$ cat config.mk
export PLATFORM = sky130hd
export DESIGN_NAME = sram_ctrl
export DESIGN_NICKNAME = d
export VERILOG_FILES = /design/src/rtl/sram_ctrl_pkg.sv /design/src/rtl/sram_phase_timer.sv /design/src/rtl/sram_rd_capture.sv /design/src/rtl/sram_ctrl.sv
export SDC_FILE = /design/constraint.sdc
export NUM_CORES = 1
export LEC_CHECK = 0
export CAP_MARGIN = 20
export CORE_MARGIN = 4
export CORE_UTILIZATION = 30
export CTS_BUF_LIST = sky130_fd_sc_hd__clkbuf_16
export CTS_CLUSTER_SIZE = 28
export DETAILED_ROUTE_END_ITERATION = 10
export HOLD_SLACK_MARGIN = 0.08
export PLACE_DENSITY = 0.64
export SLEW_MARGIN = 20
export SYNTH_ARGS = -nofsm -noshare
export SYNTH_HDL_FRONTEND = slang
export SYNTH_SLANG_ARGS = --single-unit
$ cat constraint.sdc
create_clock -name clk_i -period 2 [get_ports clk_i]
set_input_delay 0.2 -clock clk_i [delete_from_list [all_inputs] [get_ports clk_i]]
set_output_delay 0.2 -clock clk_i [all_outputs]
set_load 0.02 [all_outputs]
$ cat src/rtl/sram_ctrl_pkg.sv
package sram_ctrl_pkg;

  typedef enum logic [2:0] {
    ST_IDLE = 3'd0,
    ST_WR   = 3'd1,
    ST_REC  = 3'd2,
    ST_RD   = 3'd3,
    ST_TURN = 3'd4
  } ctrl_state_e;

  // cycles covering a nanosecond minimum, never fewer than one
  function automatic int unsigned ns2cyc(input int unsigned ns, input int unsigned per);
    int unsigned c;
    c = (ns + per - 1) / per;
    return (c == 0) ? 1 : c;
  endfunction

  function automatic int unsigned max2(input int unsigned a, input int unsigned b);
    return (a > b) ? a : b;
  endfunction

endpackage

$ cat src/rtl/sram_phase_timer.sv
module sram_phase_timer #(
  parameter int unsigned CNT_W = 4
) (
  input  logic             clk_i,
  input  logic             rst_ni,
  input  logic             load_i,
  input  logic [CNT_W-1:0] load_val_i,
  output logic             last_o
);

  logic [CNT_W-1:0] cnt_q;

  always_ff @(posedge clk_i or negedge rst_ni) begin
    if (!rst_ni)             cnt_q <= '0;
    else if (load_i)         cnt_q <= load_val_i;
    else if (cnt_q != '0)    cnt_q <= cnt_q - 1'b1;
  end

  assign last_o = (cnt_q == '0);

  p_timer_reload_r3: assert property (@(posedge clk_i) disable iff (!rst_ni)
    load_i && (load_val_i != '0) |=> !last_o);

endmodule

$ cat src/rtl/sram_rd_capture.sv
module sram_rd_capture #(
  parameter int unsigned DATA_W = 8
) (
  input  logic              clk_i,
  input  logic              rst_ni,
  input  logic              cap_i,
  input  logic [DATA_W-1:0] dq_i,
  output logic [DATA_W-1:0] rdata_o,
  output logic              valid_o
);

  always_ff @(posedge clk_i or negedge rst_ni) begin
    if (!rst_ni) begin
      rdata_o <= '0;
      valid_o <= 1'b0;
    end else begin
      valid_o <= cap_i;
      if (cap_i) rdata_o <= dq_i;
    end
  end

  p_rdata_hold_r9: assert property (@(posedge clk_i) disable iff (!rst_ni)
    !cap_i |=> $stable(rdata_o));

  p_valid_single_r5: assert property (@(posedge clk_i) disable iff (!rst_ni)
    valid_o |=> !valid_o);

endmodule

$ cat src/rtl/sram_ctrl.sv
module sram_ctrl
  import sram_ctrl_pkg::*;
#(
  parameter int unsigned ADDR_W        = 15,
  parameter int unsigned DATA_W        = 8,
  parameter int unsigned CLK_PERIOD_NS = 5,
  parameter int unsigned T_WP_NS       = 40,
  parameter int unsigned T_AW_NS       = 45,
  parameter int unsigned T_DS_NS       = 25,
  parameter int unsigned T_WC_NS       = 55,
  parameter int unsigned T_AA_NS       = 55,
  parameter int unsigned T_RC_NS       = 55,
  parameter int unsigned T_DOE_NS      = 25,
  parameter int unsigned T_HZOE_NS     = 20
) (
  input  logic              clk_i,
  input  logic              rst_ni,
  input  logic              req_i,
  input  logic              we_i,
  input  logic [ADDR_W-1:0] addr_i,
  input  logic [DATA_W-1:0] wdata_i,
  output logic              ready_o,
  output logic [DATA_W-1:0] rdata_o,
  output logic              rdata_valid_o,
  output logic              wr_done_o,
  output logic [ADDR_W-1:0] sram_addr_o,
  output logic              sram_ce_n_o,
  output logic              sram_we_n_o,
  output logic              sram_oe_n_o,
  output logic [DATA_W-1:0] sram_dq_o,
  input  logic [DATA_W-1:0] sram_dq_i,
  output logic              sram_dq_oe_o
);

  localparam int unsigned WR_CYC   = max2(max2(ns2cyc(T_WP_NS, CLK_PERIOD_NS),
                                               ns2cyc(T_AW_NS, CLK_PERIOD_NS)),
                                          ns2cyc(T_DS_NS, CLK_PERIOD_NS));
  localparam int unsigned WC_CYC   = ns2cyc(T_WC_NS, CLK_PERIOD_NS);
  localparam int unsigned REC_CYC  = (WC_CYC > WR_CYC) ? WC_CYC - WR_CYC : 1;
  localparam int unsigned RD_CYC   = max2(max2(ns2cyc(T_AA_NS, CLK_PERIOD_NS),
                                               ns2cyc(T_RC_NS, CLK_PERIOD_NS)),
                                          ns2cyc(T_DOE_NS, CLK_PERIOD_NS));
  localparam int unsigned TURN_CYC = ns2cyc(T_HZOE_NS, CLK_PERIOD_NS);
  localparam int unsigned MAX_CYC  = max2(max2(WR_CYC, REC_CYC), max2(RD_CYC, TURN_CYC));
  localparam int unsigned CNT_W    = (MAX_CYC > 1) ? $clog2(MAX_CYC) : 1;

  ctrl_state_e       state_q, state_d;
  logic              tmr_load, tmr_last, cap, done_d;
  logic [CNT_W-1:0]  tmr_val;
  logic [ADDR_W-1:0] addr_q;
  logic [DATA_W-1:0] wdata_q;
  logic              accept;

  assign accept = (state_q == ST_IDLE) && req_i;

  always_comb begin
    state_d  = state_q;
    tmr_load = 1'b0;
    tmr_val  = '0;
    cap      = 1'b0;
    done_d   = 1'b0;
    unique case (state_q)
      ST_IDLE: if (req_i) begin
        tmr_load = 1'b1;
        if (we_i) begin
          state_d = ST_WR;
          tmr_val = CNT_W'(WR_CYC - 1);
        end else begin
          state_d = ST_RD;
          tmr_val = CNT_W'(RD_CYC - 1);
        end
      end
      ST_WR: if (tmr_last) begin
        state_d  = ST_REC;
        tmr_load = 1'b1;
        tmr_val  = CNT_W'(REC_CYC - 1);
        done_d   = 1'b1;
      end
      ST_REC:  if (tmr_last) state_d = ST_IDLE;
      ST_RD: if (tmr_last) begin
        state_d  = ST_TURN;
        tmr_load = 1'b1;
        tmr_val  = CNT_W'(TURN_CYC - 1);
        cap      = 1'b1;
      end
      ST_TURN: if (tmr_last) state_d = ST_IDLE;
      default: state_d = ST_IDLE;
    endcase
  end

  always_ff @(posedge clk_i or negedge rst_ni) begin
    if (!rst_ni) begin
      state_q   <= ST_IDLE;
      addr_q    <= '0;
      wdata_q   <= '0;
      wr_done_o <= 1'b0;
    end else begin
      state_q   <= state_d;
      wr_done_o <= done_d;
      if (accept) begin
        addr_q  <= addr_i;
        wdata_q <= wdata_i;
      end
    end
  end

  sram_phase_timer #(.CNT_W(CNT_W)) u_timer (
    .clk_i      (clk_i),
    .rst_ni     (rst_ni),
    .load_i     (tmr_load),
    .load_val_i (tmr_val),
    .last_o     (tmr_last)
  );

  sram_rd_capture #(.DATA_W(DATA_W)) u_capture (
    .clk_i   (clk_i),
    .rst_ni  (rst_ni),
    .cap_i   (cap),
    .dq_i    (sram_dq_i),
    .rdata_o (rdata_o),
    .valid_o (rdata_valid_o)
  );

  assign ready_o      = (state_q == ST_IDLE);
  assign sram_addr_o  = addr_q;
  assign sram_dq_o    = wdata_q;
  assign sram_ce_n_o  = !((state_q == ST_WR) || (state_q == ST_RD));
  assign sram_we_n_o  = (state_q != ST_WR);
  assign sram_oe_n_o  = (state_q != ST_RD);
  assign sram_dq_oe_o = (state_q == ST_WR);

  p_accept_busy_r2: assert property (@(posedge clk_i) disable iff (!rst_ni)
    req_i && ready_o |=> !ready_o);

  p_we_within_ce_r3: assert property (@(posedge clk_i) disable iff (!rst_ni)
    !sram_we_n_o |-> !sram_ce_n_o && sram_oe_n_o);

  p_done_single_r4: assert property (@(posedge clk_i) disable iff (!rst_ni)
    wr_done_o |=> !wr_done_o);

  p_done_after_we_r4: assert property (@(posedge clk_i) disable iff (!rst_ni)
    wr_done_o |-> sram_we_n_o && $past(!sram_we_n_o));

  p_no_drive_on_read_r6: assert property (@(posedge clk_i) disable iff (!rst_ni)
    sram_dq_oe_o |-> sram_oe_n_o && !sram_we_n_o);

  p_read_gap_r6: assert property (@(posedge clk_i) disable iff (!rst_ni)
    $rose(sram_oe_n_o) |-> !ready_o);

  p_addr_stable_r7: assert property (@(posedge clk_i) disable iff (!rst_ni)
    !sram_ce_n_o && $past(!sram_ce_n_o) |-> $stable(sram_addr_o));

endmodule

**Word level (Yosys, flattened, before mapping)**

Index checks and enable logic that the tools add are counted.

- $mul: 0
- Muxes and demuxes: 18
- Order comparisons: 0
- Div/mod/pow operators: 0
- Add/sub/neg operators: 1
- Reduce and logical (&&, ||, !) cells: 10
- Shift operators: 0
- Bitwise gates (word level): 0
- Equal/unequal tests: 10

Operators by type and width:

| operator | count |
|---|---|
| $mux 3 | 4 |
| $mux 4 | 3 |
| $pmux 3 s4 | 1 |
| $pmux 4 s3 | 1 |
| $eq 3x2->1 const B | 2 |
| $mux 2 | 3 |
| $mux 1 | 5 |
| $logic_not 4->1 | 1 |
| $ne 2x1->1 const B | 2 |
| $ne 2x2->1 const B | 2 |
| $reduce_and 4->1 | 1 |
| $reduce_bool 4->1 | 1 |
| $reduce_or 2->1 | 2 |
| $sub 4x1->4 const B | 1 |
| $eq 3x1->1 const B | 1 |
| $eq 3x3->1 const B | 1 |
| $logic_not 3->1 | 1 |
| $ne 3x1->1 const B | 1 |
| $ne 3x2->1 const B | 1 |
| $pmux 1 s2 | 1 |
| $reduce_bool 2->1 | 1 |
| $logic_and 1x1->1 | 1 |
| $logic_not 1->1 | 1 |
| $logic_or 1x1->1 | 1 |

- Register bits: 40
- Bits in read-only memories: 0
- Output and inout port bits: 38
- Memories: 0
- Bits of input ports: 35
- Memory bits (writable): 0
- Latch bits: 0

**Longest topological paths before layout**

- Word-level depth: 4
- Gate-level depth with buffers: 6
- Gate-level depth less buffers: 6

**Modules after synthesis**

From an unflattened synthesis, not the netlist that was laid out.

- Cells, all modules: 120
- Area total of the unflattened synthesis: 1740.4 µm²

By module, submodules not included:

| module | cells each | area each (µm²) | times used |
|---|---|---|---|
| sram_ctrl | 80 | 1149.9 | 1 |
| sram_rd_capture | 18 | 356.6 | 1 |
| sram_phase_timer | 22 | 234.0 | 1 |

**Worst setup path before layout**

OpenSTA, ideal clock, no wires.

- Path kind: register -> register
- Start point: register u_timer.cnt_q[0]
- End point: register u_capture.rdata_o[0]
- Path buffers: 1
- Cell stages (with the launch flop): 7
- Data required time: 1875 ps
- Arrival time: 1512 ps
- Library setup time: 125 ps
- Setup slack: 363 ps
- Cell sequence: dfrtp_1 > inv_1 > ha_1 > nor3b_2 > and3_4 > buf_12 > mux2_4

- Longest elaborated chain between the ends: 3

Ends and longest elaborated chain:

| item | RTL line | text |
|---|---|---|
| from (decl) | sram_phase_timer.sv:11 | `logic [CNT_W-1:0] cnt_q;` |
| from (signal assigned) | sram_phase_timer.sv:15 | `else if (load_i) cnt_q <= load_val_i;` |
| from (signal assigned) | sram_phase_timer.sv:16 | `else if (cnt_q != '0) cnt_q <= cnt_q - 1'b1;` |
| $logic_not 4->1 | sram_phase_timer.sv:19 | `assign last_o = (cnt_q == '0);` |
| $mux 1 | sram_ctrl.sv:80 | `ST_RD: if (tmr_last) begin` |
| $mux 1 | sram_ctrl.sv:62 | `unique case (state_q)` |
| net cap | sram_ctrl.sv:48 | `logic tmr_load, tmr_last, cap, done_d;` |
| to (signal assigned) | sram_rd_capture.sv:18 | `if (cap_i) rdata_o <= dq_i;` |
| to (decl) | sram_rd_capture.sv:8 | `output logic [DATA_W-1:0] rdata_o,` |

The timed path passes the listed nets, and every way through them passes these cells.
A chain may end at the register's enable or synchronous reset.

**Worst setup path in the final report**

- Start point: register state_q[0]
- End point: output port sram_ce_n_o

- Longest elaborated chain between the ends: 3
- Elaborated cells between the ends (all ways): 4
- Classes of those cells: eq/ne: 2; reduce/logical: 2

Ends and longest elaborated chain:

| item | RTL line | text |
|---|---|---|
| from (decl) | sram_ctrl.sv:47 | `ctrl_state_e state_q, state_d;` |
| from (signal assigned) | sram_ctrl.sv:98 | `state_q <= state_d;` |
| $eq 3x1->1 / $eq 3x2->1 (equally long branches) | sram_ctrl.sv:127 | `assign sram_ce_n_o = !((state_q == ST_WR) \|\| (state_q == ST_RD));` |
| $logic_or 1x1->1 * | sram_ctrl.sv:127 |  |
| $logic_not 1->1 * | sram_ctrl.sv:127 |  |
| to (decl) | sram_ctrl.sv:27 | `output logic sram_ce_n_o,` |

Every way passes the cells marked *; elsewhere a longest branch is shown, timed or not.

==> results_dict.tcl <==
set metrics [dict create \
    postSynthAreaPerCell_sq_um 10.5 \
    cts_tree "built" \
    rows 26 \
    drt-total-wl_um 3980 \
    max-slew-margin-rel_pct 66.1 \
    p_comb_share_pct 47.4 \
    dieArea_sq_um 6850 \
    cts_sinks 40 \
    final.setup.tns_ns 0 \
    p_leak_nw 1.27 \
    cp_max_fo 7 \
    route.vias.total 1367 \
    drive_above_1_share_pct 10.5 \
    layout.nets 275 \
    drcViolationCount 0 \
    drv_cap 0 \
    synth_seq_cells 40 \
    rsz0062_at_grt "false" \
    swShare_pct 36.2 \
    clk_pin_slew_ns 0.06 \
    area_growth_pct 57.9 \
    port_buffers 72 \
    critPathSlowestCell "clkdlybuf4s50_1" \
    syn_nets 197 \
    grt_pass1_wl_um 6340 \
    cts-htree-levels 2 \
    clock.fmax_ghz 0.539 \
    synthTopCellsByCount "74 x nand2_1, 40 x dfrtp_1, 8 x mux2_4, 7 x nor2_1, 4 x inv_1" \
    fin_crit_ns 1.86 \
    dr.pass1.iters 4 \
    fin_area_sq_um 2650 \
    yosys_warnings 0 \
    finalNonFillerCells 309 \
    clk_path_buf_depth 2 \
    yosysTopAreaCell "dfrtp_1" \
    p_seq_share_pct 32.6 \
    insertion_delay_ns 0.27 \
    crit_path_cell_trace "nor2b_4, inv_1, clkdlybuf4s50_1" \
    worst-path-buf-inv 2 \
    synthDistinctLibCells 24 \
    die_h_um 82.8 \
    ir_worst_vdd_mv 0.573 \
    wl_per_cell_um 12.9 \
    netlist_area_sq_um 1680 \
    grtUsageTotal_pct 12.2 \
    report.final.slew_viol_count 0 \
    numCtsBuffers 5 \
    whs_ns 0.416 \
    worstPathArrival_ns 1.66 \
    p_sw_mw 1.58 \
    post-synth-top-count-cell "nand2_1" \
    overflow 0 \
    p_int_mw 2.79 \
    async_flop_share_pct 100 \
    cpLargestDelayFamily "buffers and inverters" \
    vias_per_cell 4.42 \
    synth_area_leaders "dfrtp_1 60%, nand2_1 17%, mux2_4 7.2%" \
    worstSetupStartpointType "flop" \
    clkPwrFrac_pct 20.0 \
    synth_top_area_share_pct 59.7 \
    dp_hpwl_um 2880 \
    finalHoldViolations 0 \
    antenna_found_initial 0 \
    ant_nets 0 \
    synthCells 160 \
    first_iter_violations 52 \
    dieWidth_um 82.8 \
    period_share_pct 92.8 \
    place_inst 300 \
    diodes 0 \
    skew_ns 0.00205 \
    ys_seq_area_share_pct 59.7 \
    coreArea_sq_um 5270 \
    total_power_mw 4.37 \
    slowest_delay_ns 0.55 \
    critPathKind "flop to output pin" \
    cts-root-buf "clkbuf_16" \
    reg2reg_slack_ns 0.24 \
    postCtsSetupRepairBufs 0 \
    end_kind "output pin" \
    place_congestion 0.725 \
    initial_core_util_pct 31.8 \
    power_density_nw_per_um2 1650 \
    grt_max_degree 24 \
    min_path_type "primary input to async pin" \
    pin_count 73 \
    synth_edf_count 0 \
    status "completed" \
    grt_pass1_vias 1385 \
    cp.required_ns 1.80 \
    synth_ff_type "dfrtp_1" \
    tightest_slew_ns 0.507 \
    finalSetupViolations 0 \
    placed_cell_area_sq_um 2470 \
]
logic make-up (layout without fill, tap and decap cells):
group	after synthesis	in the layout	synth area share, %
AOI/OAI and AO/OA	8	8	3.21
xor gates and xnor gates	1	1	0.522
adders and majority gates	2	2	1.49
buffers and inverters	10	89	3.88
DFF	40	40	59.7
muxes	8	8	7.16
and+or+nand+nor	91	91	24.1
cell type report:
class / count / area [sq um]
Multi-Input combinational cell: 110 / 612
Timing Repair Buffer: 77 / 771
Fill cell: 476 / 2620
Clock inverter: 3 / 38.8
Sequential cell: 40 / 1000
Clock buffer: 5 / 125
Inverter: 4 / 15.0
Tap cell: 70 / 87.6
worst paths after layout:
check / from / to / cells past startpoint
max: state_q[0] / sram_ce_n_o / 3
min: rst_ni / u_capture.rdata_o[5] / 2
min reg2reg: sram_dq_o[4] / sram_dq_o[4] / 2
max in group asynchronous: rst_ni / sram_addr_o[9] / 3
min in group clk_i: addr_i[6] / sram_addr_o[6] / 3
max reg2reg: u_timer.cnt_q[0] / u_capture.rdata_o[7] / 5
through the flow:
stage,worst slack [ns],util (%)
2_1_floorplan,0.363,-
3_3_place_gp,0.297,46.9
3_5_place_dp,0.255,46.9
4_1_cts,0.0910,50.2
5_1_grt,0.0525,50.3
6_report,0.143,50.3
flip-flops by register name (all words and copies together) (netlist names):
name and cells:
sram_addr_o 15, wr_done_o 1, u_timer.cnt_q 4, sram_dq_o 8, state_q 3, u_capture.valid_o 1, u_capture.rdata_o 8
power groups by stage:
stage | clock (mW) | sequential, mW | combinational [mW]
2_1_floorplan | 0 | 1.76 | 0.809
3_3_place_gp | 0 | 1.43 | 2.07
3_5_place_dp | 0 | 1.43 | 2.10
4_1_cts | 0.899 | 1.42 | 2.11
5_1_grt | 0.933 | 1.48 | 2.27
6_report | 0.876 | 1.42 | 2.07
layout by cell type, fill, tap and decap left out, types with 2 or more instances in the layout:
cell	count
nand3b_1	3
mux2_4	8
nor2_1	7
nand2_1	74
nor3_1	2
clkbuf_16	5
buf_4	3
a21oi_1	2
ha_1	2
inv_1	5
clkdlybuf4s50_1	70
dfrtp_1	40
routing by layer:
metal  vias to the layer above  share of wire (%)  GRT usage, %
li1                        668                  -             -
met1                       635                 44          14.5
met2                        60                 44          20.4
met3                         4                 11          4.43
met4                         0               0.78          3.92
met5                         -                  0             0
repair_timing:
item / in CTS / in global routing
endpoints found under the setup margin: 0 / 1
resized for setup: 0 / 1
endpoints found under the hold margin: 19 / 0
hold buffers: 1 / 0
Note: power is estimated with default switching activity, not from simulation.
